**src/rtl/vbf_pkg.sv**
```systemverilog
package vbf_pkg;

  typedef enum logic [1:0] {
    FMT_SINGLE = 2'd0,
    FMT_DUAL   = 2'd1,
    FMT_RGB    = 2'd2
  } fmt_e;

  // RGB enable wins over the 4:2:2 layout select
  function automatic fmt_e fmt_pick(input logic rgb_en, input logic dual_en);
    if (rgb_en)       return FMT_RGB;
    else if (dual_en) return FMT_DUAL;
    else              return FMT_SINGLE;
  endfunction

endpackage

```
**src/rtl/vbf_bus_sel.sv**
```systemverilog
module vbf_bus_sel
  import vbf_pkg::*;
#(
  parameter int W      = 10,
  parameter int NARROW = 8
) (
  input  fmt_e         fmt,
  input  logic         wide,
  input  logic         swap,
  input  logic [W-1:0] bus_s,
  input  logic [W-1:0] bus_y,
  input  logic [W-1:0] bus_c,
  output logic [W-1:0] lane_a,
  output logic [W-1:0] lane_b,
  output logic [W-1:0] lane_c
);
  localparam int PAD = W - NARROW;
  localparam logic [W-1:0] MASK_NARROW = {{NARROW{1'b1}}, {PAD{1'b0}}};

  logic [W-1:0] mask;
  logic [W-1:0] raw_a, raw_b, raw_c;

  assign mask = wide ? {W{1'b1}} : MASK_NARROW;

  always_comb begin
    if (fmt == FMT_RGB) begin
      raw_a = bus_y;              // green
      raw_b = bus_c;              // blue
      raw_c = bus_s;              // red
    end else begin
      raw_a = swap ? bus_y : bus_s;   // luma or interleaved stream
      raw_b = swap ? bus_c : bus_y;   // chroma in dual-bus layout
      raw_c = bus_s;
    end
  end

  assign lane_a = raw_a & mask;
  assign lane_b = raw_b & mask;
  assign lane_c = raw_c & mask;

endmodule

```
**src/rtl/vbf_phase.sv**
```systemverilog
module vbf_phase #(
  parameter int PH_W = 2
) (
  input  logic            clk,
  input  logic            rst_n,
  input  logic            hsync_in,
  output logic [PH_W-1:0] phase
);
  logic [PH_W-1:0] cnt;
  logic            hs_prev;
  logic            hs_rise;

  assign hs_rise = hsync_in & ~hs_prev;
  assign phase   = hs_rise ? '0 : cnt;

  always_ff @(posedge clk or negedge rst_n) begin
    if (!rst_n) begin
      cnt     <= '0;
      hs_prev <= 1'b0;
    end else begin
      cnt     <= phase + 1'b1;
      hs_prev <= hsync_in;
    end
  end

endmodule

```
**src/rtl/vbf_sync_dly.sv**
```systemverilog
module vbf_sync_dly #(
  parameter int DEPTH = 3,
  parameter int NSIG  = 2,
  localparam int SEL_W = (DEPTH > 1) ? $clog2(DEPTH) : 1
) (
  input  logic             clk,
  input  logic             rst_n,
  input  logic [NSIG-1:0]  sync_in,
  input  logic [SEL_W-1:0] sel,
  output logic [NSIG-1:0]  sync_out
);
  logic [NSIG-1:0] tap [DEPTH];

  assign tap[0] = sync_in;

  genvar i;
  generate
    for (i = 1; i < DEPTH; i++) begin : g_stage
      always_ff @(posedge clk or negedge rst_n) begin
        if (!rst_n) tap[i] <= '0;
        else        tap[i] <= tap[i-1];
      end
    end
  endgenerate

  always_ff @(posedge clk or negedge rst_n) begin
    if (!rst_n) sync_out <= '0;
    else        sync_out <= tap[sel];
  end

endmodule

```
**src/rtl/vbf_assemble.sv**
```systemverilog
module vbf_assemble
  import vbf_pkg::*;
#(
  parameter int W = 10
) (
  input  logic         clk,
  input  logic         rst_n,
  input  fmt_e         fmt,
  input  logic [1:0]   phase,
  input  logic [W-1:0] lane_a,
  input  logic [W-1:0] lane_b,
  input  logic [W-1:0] lane_c,
  output logic         out_valid,
  output logic [W-1:0] out_yg,
  output logic [W-1:0] out_cbb,
  output logic [W-1:0] out_crr
);
  logic [W-1:0] y_a, y_b, cb_w, cr_w, cb_h, cr_h;
  logic         pend;

  always_ff @(posedge clk or negedge rst_n) begin
    if (!rst_n) begin
      out_valid <= 1'b0;
      out_yg    <= '0;
      out_cbb   <= '0;
      out_crr   <= '0;
      y_a       <= '0;
      y_b       <= '0;
      cb_w      <= '0;
      cr_w      <= '0;
      cb_h      <= '0;
      cr_h      <= '0;
      pend      <= 1'b0;
    end else begin
      unique case (fmt)
        FMT_RGB: begin
          out_valid <= 1'b1;
          out_yg    <= lane_a;
          out_cbb   <= lane_b;
          out_crr   <= lane_c;
          pend      <= 1'b0;
        end
        FMT_DUAL: begin
          if (!phase[0]) begin
            y_a       <= lane_a;
            cb_w      <= lane_b;
            out_valid <= pend;
            pend      <= 1'b0;
            if (pend) begin
              out_yg  <= y_b;
              out_cbb <= cb_h;
              out_crr <= cr_h;
            end
          end else begin
            out_valid <= 1'b1;
            out_yg    <= y_a;
            out_cbb   <= cb_w;
            out_crr   <= lane_b;
            y_b       <= lane_a;
            cb_h      <= cb_w;
            cr_h      <= lane_b;
            pend      <= 1'b1;
          end
        end
        default: begin
          unique case (phase)
            2'd0: begin
              cb_w      <= lane_a;
              out_valid <= 1'b0;
            end
            2'd1: begin
              y_a       <= lane_a;
              out_valid <= pend;
              pend      <= 1'b0;
              if (pend) begin
                out_yg  <= y_b;
                out_cbb <= cb_h;
                out_crr <= cr_h;
              end
            end
            2'd2: begin
              cr_w      <= lane_a;
              out_valid <= 1'b0;
            end
            default: begin
              out_valid <= 1'b1;
              out_yg    <= y_a;
              out_cbb   <= cb_w;
              out_crr   <= cr_w;
              y_b       <= lane_a;
              cb_h      <= cb_w;
              cr_h      <= cr_w;
              pend      <= 1'b1;
            end
          endcase
        end
      endcase
    end
  end

endmodule

```
**src/rtl/vid_bus_fmt.sv**
```systemverilog
module vid_bus_fmt
  import vbf_pkg::*;
#(
  parameter int W      = 10,
  parameter int NARROW = 8
) (
  input  logic         clk,
  input  logic         rst_n,
  input  logic [2:0]   cfg_mode,
  input  logic         cfg_rgb,
  input  logic         cfg_dual,
  input  logic         cfg_wide,
  input  logic         cfg_swap,
  input  logic [W-1:0] bus_s,
  input  logic [W-1:0] bus_y,
  input  logic [W-1:0] bus_c,
  input  logic         hsync_in,
  input  logic         vsync_in,
  output logic         out_valid,
  output logic [W-1:0] out_yg,
  output logic [W-1:0] out_cbb,
  output logic [W-1:0] out_crr,
  output logic         out_hsync,
  output logic         out_vsync
);
  localparam int SYNC_DEPTH = 3;
  localparam int SEL_W      = $clog2(SYNC_DEPTH);
  localparam logic [SEL_W-1:0] TAP_RGB    = SEL_W'(0);
  localparam logic [SEL_W-1:0] TAP_DUAL   = SEL_W'(1);
  localparam logic [SEL_W-1:0] TAP_SINGLE = SEL_W'(2);

  // only the standard-definition configuration exists
  logic unused_mode_bits;
  assign unused_mode_bits = ^cfg_mode;

  fmt_e             fmt;
  logic [1:0]       phase;
  logic [W-1:0]     lane_a, lane_b, lane_c;
  logic [SEL_W-1:0] tap_sel;

  assign fmt = fmt_pick(cfg_rgb, cfg_dual);

  always_comb begin
    unique case (fmt)
      FMT_RGB:  tap_sel = TAP_RGB;
      FMT_DUAL: tap_sel = TAP_DUAL;
      default:  tap_sel = TAP_SINGLE;
    endcase
  end

  vbf_bus_sel #(.W(W), .NARROW(NARROW)) i_sel (
    .fmt    (fmt),
    .wide   (cfg_wide),
    .swap   (cfg_swap),
    .bus_s  (bus_s),
    .bus_y  (bus_y),
    .bus_c  (bus_c),
    .lane_a (lane_a),
    .lane_b (lane_b),
    .lane_c (lane_c)
  );

  vbf_phase #(.PH_W(2)) i_phase (
    .clk      (clk),
    .rst_n    (rst_n),
    .hsync_in (hsync_in),
    .phase    (phase)
  );

  vbf_assemble #(.W(W)) i_asm (
    .clk       (clk),
    .rst_n     (rst_n),
    .fmt       (fmt),
    .phase     (phase),
    .lane_a    (lane_a),
    .lane_b    (lane_b),
    .lane_c    (lane_c),
    .out_valid (out_valid),
    .out_yg    (out_yg),
    .out_cbb   (out_cbb),
    .out_crr   (out_crr)
  );

  vbf_sync_dly #(.DEPTH(SYNC_DEPTH), .NSIG(2)) i_sync (
    .clk      (clk),
    .rst_n    (rst_n),
    .sync_in  ({hsync_in, vsync_in}),
    .sel      (tap_sel),
    .sync_out ({out_hsync, out_vsync})
  );

endmodule

```
**config.mk**
```make
export PLATFORM = sky130hd
export DESIGN_NAME = vid_bus_fmt
export DESIGN_NICKNAME = d
export VERILOG_FILES = /design/src/rtl/vbf_pkg.sv /design/src/rtl/vbf_bus_sel.sv /design/src/rtl/vbf_phase.sv /design/src/rtl/vbf_sync_dly.sv /design/src/rtl/vbf_assemble.sv /design/src/rtl/vid_bus_fmt.sv
export SDC_FILE = /design/constraint.sdc
export NUM_CORES = 1
export LEC_CHECK = 0
export ABC_CLOCK_PERIOD_IN_PS = 4100
export CAP_MARGIN = 20
export CORE_ASPECT_RATIO = 1.1
export CORE_MARGIN = 2
export CORE_UTILIZATION = 35
export DETAILED_ROUTE_END_ITERATION = 10
export DONT_BUFFER_PORTS = 1
export HOLD_SLACK_MARGIN = 0.06
export PLACE_DENSITY = 0.6
export SLEW_MARGIN = 20
export SYNTH_ARGS = -nofsm -noshare
export SYNTH_HDL_FRONTEND = slang
export SYNTH_SLANG_ARGS = --single-unit
export TNS_END_PERCENT = 1
```
**constraint.sdc**
```tcl
create_clock -name clk -period 4.1 [get_ports clk]
set_input_delay 0.82 -clock clk [delete_from_list [all_inputs] [get_ports clk]]
set_output_delay 0.82 -clock clk [all_outputs]
set_load 0.02 [all_outputs]
```
==> results.sh <==
export IMPL_status="finished, final reports clean"
export IMPL_syn_area_um2=5160
export IMPL_finalHoldViolations=0
export IMPL_final_max_slew_viol_count=0
export IMPL_synth_seq_area_share_pct=48.4
export IMPL_grt_pass1_wl_um=21200
export IMPL_critPathSlowestCell="a21o_1"
export IMPL_drcViolationCount=0
export IMPL_drt_vias_per_instance=5.64
export IMPL_synthesis_instances=478
export IMPL_portBuffers=0
export IMPL_multi_input_area_um2=2390
export IMPL_ys_warn_count=0
export IMPL_rr_endpoint="i_asm.out_crr[6]"
export IMPL_start_kind="flop"
export IMPL_hp_class="in -> async"
export IMPL_total_leakage_power_nw=2.47
export IMPL_drive_gt1_share_pct=12.7
export IMPL_initial_core_util_pct=35.8
export IMPL_synth_top_flop_cell="dfrtp_1"
export IMPL_max_stage_delay_ns=0.57
export IMPL_grt_max_degree=101
export IMPL_cts_setup_buffers=0
export IMPL_synth_seq_cells=100
export IMPL_ys_types=51
export IMPL_first_iter_violations=246
export IMPL_setup_worst_path_end="i_asm.out_crr[6]"
export IMPL_num_vias=3705
export IMPL_vdd_drop_max_mv=0.283
export IMPL_crit_required_ns=4.32
export IMPL_relSlewSlack_pct=32.6
export IMPL_critPathArrivalTime_ns=3.36
export IMPL_max_freq_ghz=0.318
export IMPL_first_pass_iters=6
export IMPL_tightest_slew_ns=1.01
export IMPL_synth_largest_area_cell="dfrtp_1"
export IMPL_cts_root_buf="clkbuf_16"
export IMPL_antenna_found_initial=0
export IMPL_clock_latency_ns=0.34
export IMPL_fill_cells=1375
export IMPL_clockBufferDepth=2
export IMPL_postCtsHoldBufs=0
export IMPL_cts_sinks=100
export IMPL_fin_crit_ns=3.14
export IMPL_synth_edf_count=0
export IMPL_rsz0062_at_grt="false"
export IMPL_reg2reg_from="i_phase.hs_prev"
export IMPL_crit_chain="nand2b_2, nand2_1, inv_1, ha_1, nor2_2, a21o_1, nor3_2, a221o_1"
export IMPL_crit_path_start="i_phase.hs_prev"
export IMPL_p_per_area_nw_per_um2=554
export IMPL_ff2ff_setup_slack_ns=0.96
export IMPL_endpoint_kind="flop"
export IMPL_synth_nets=523
export IMPL_worstRegToRegCells=8
export IMPL_hpwl_um=8810
export IMPL_synth_top_area_share_pct=48.4
export IMPL_cts_tree="built"
export IMPL_rows=46
export IMPL_htree_levels=3
export IMPL_diodes=0
export IMPL_drv_cap=0
export IMPL_synth_area_top_cells="dfrtp_1 (48%), mux2i_1 (6.2%), mux2_2 (5.2%), mux2_1 (3.5%), a21oi_1 (2.7%)"
export IMPL_wirelength_um=13400
export IMPL_cts_buffers=9
export IMPL_postSynthAreaPerCell_um2=10.8
export IMPL_routabilityCongestion=0.769
export IMPL_overflow=0
export IMPL_clk_pin_slew_ns=0.07
export IMPL_critPathMaxFanout=11
export IMPL_seqCellArea_um2=2500
export IMPL_setup_slack_ns=0.958
export IMPL_wl_per_cell_um=20.4
export IMPL_async_flop_share_pct=100
export IMPL_crit_type="reg -> reg"
export IMPL_finalClockSkew_ns=0.00683
export IMPL_die_area_um2=15700
export IMPL_core_area_um2=14400
export IMPL_final_util_pct=38.7
export IMPL_fp_dieH_um=131
export IMPL_finalSetupViolCount=0
export IMPL_grtUsageTotal_pct=17.2
export IMPL_area_growth_pct=8.19
export IMPL_fin_crit_sh_pct=76.6
export IMPL_grt_pass1_vias=3778
export IMPL_final_nets=505
export IMPL_dp_slack_ns=0.667
export IMPL_cts_resized_gates=0
export IMPL_antenna_left=0
export IMPL_io_pin_count=74
export IMPL_dieWidth_um=120
export IMPL_finalSetupTns_ns=0
-- routing by layer --
metal	vias to the layer above	global-route usage [%]	share of wire, %
met5	-	0	0
met4	0	5.82	1.5
met1	1899	22.2	43
li1	1700	-	-
met2	94	27.5	49
met3	12	5.34	6.6
-- state kept, by name, summed over array words and instances, names as in the netlist, 2 cells and up --
register         cells
i_asm.cb_h          10
i_asm.cb_w          10
i_asm.cr_h          10
i_asm.cr_w          10
i_asm.out_cbb       10
i_asm.out_crr       10
i_asm.out_yg        10
i_asm.y_a           10
i_asm.y_b           10
i_phase.cnt          2
i_sync.sync_out      2
i_sync.tap           3
-- power breakdown --
part / switching, mW / internal [mW] / leakage, nW
registers: 0.276 / 1.29 / 1.21
logic: 0.297 / 0.317 / 1.09
clock network: 0.368 / 0.552 / 0.159
total: 0.942 / 2.15 / 2.47
-- cells in the mapped netlist (2+ instances only) --
cell type	count
ha_1	4
a221o_1	8
nor2_2	2
a211o_1	5
o21ai_1	3
inv_1	25
o211ai_1	2
nand3_1	13
or3b_1	2
a22oi_1	6
buf_4	3
and3_1	4
clkbuf_1	9
mux2_1	16
nand2_1	26
mux2_2	24
o21ai_0	28
a2111oi_0	2
a21oi_1	28
nand3b_1	2
buf_6	3
dfrtp_1	100
a21o_1	9
a222oi_1	10
nor4_1	8
buf_2	17
mux2i_1	32
nand2b_1	13
nor3b_1	8
and2_1	11
o31a_1	8
a32o_1	4
nor2_1	23
nor2b_1	3
-- critical path, delay by kind of cell (launching register included) --
kind                     cells  cell delay (ns)
AO/OA/AOI/OAI                2             0.92
flip-flops                   1             0.40
AND/OR/NAND/NOR              4             1.21
buffers and inverters        1             0.16
adder cells (fa/ha/maj)      1             0.32
-- metrics by stage --
stage / hold slack (ns) / power [mW] / instance area, um2 / std cells
2_1_floorplan: 0.353 / 2.04 / 5160 / 478
5_1_grt: 0.153 / 3.27 / 5590 / 657
4_1_cts: 0.167 / 3.12 / 5590 / 657
3_3_place_gp: 0.363 / 2.16 / 5260 / 641
6_report: 0.176 / 3.10 / 5590 / 657
3_5_place_dp: 0.378 / 2.19 / 5260 / 641
-- cells in the final DEF, fill, tap and decap left out, drive strengths merged, types with 3 or more instances in the layout --
cell type | Yosys | routed
dfrtp | 100 | 100
mux2 | 40 | 40
mux2i | 32 | 32
o21ai | 31 | 31
a21oi | 28 | 28
nand2 | 26 | 26
inv | 25 | 26
nor2 | 25 | 25
nand2b | 14 | 14
nand3 | 13 | 13
and2 | 11 | 11
a222oi | 10 | 10
clkbuf | 10 | 10
a21o | 9 | 9
nor3b | 8 | 8
nor4 | 8 | 8
o31a | 8 | 8
a221o | 8 | 8
a22oi | 6 | 6
a211o | 5 | 5
buf | 24 | 5
and3 | 4 | 4
a32o | 4 | 4
ha | 4 | 4
nor2b | 3 | 3
a2111oi | 3 | 3
or2 | 3 | 3
-- worst min path at each step --
stage / startpoint / to
2_1_floorplan: i_sync.tap[2] / i_sync.tap[0]
3_3_place_gp: i_sync.tap[2] / i_sync.tap[0]
3_5_place_dp: i_sync.tap[2] / i_sync.tap[0]
4_1_cts: rst_n / i_asm.cr_h[9]
5_1_grt: rst_n / i_asm.cb_h[9]
6_report: rst_n / i_asm.y_a[0]
-- cells by family (layout without fill, tap and decap cells) --
group                    count (synthesis)  in the layout  synth area share [%]
AO/OA/AOI/OAI                          122            122                  17.4
adder cells (fa/ha/maj)                  4              4                 0.969
buffers and inverters                   59             46                  5.43
flip-flops                             100            100                  48.4
multiplexers                            72             72                  14.9
AND/OR/NAND/NOR                        121            121                  12.8
-- cell type report --
class | instances | share of cell area, %
clock buffer | 10 | 4.28
clock inverter | 6 | 1.55
inverter | 25 | 1.68
multi-input combinational | 319 | 42.7
sequential | 100 | 44.8
tap | 192 | 4.30
timing repair buffer | 5 | 0.672
No activity file was read; power rests on OpenSTA's default activity.
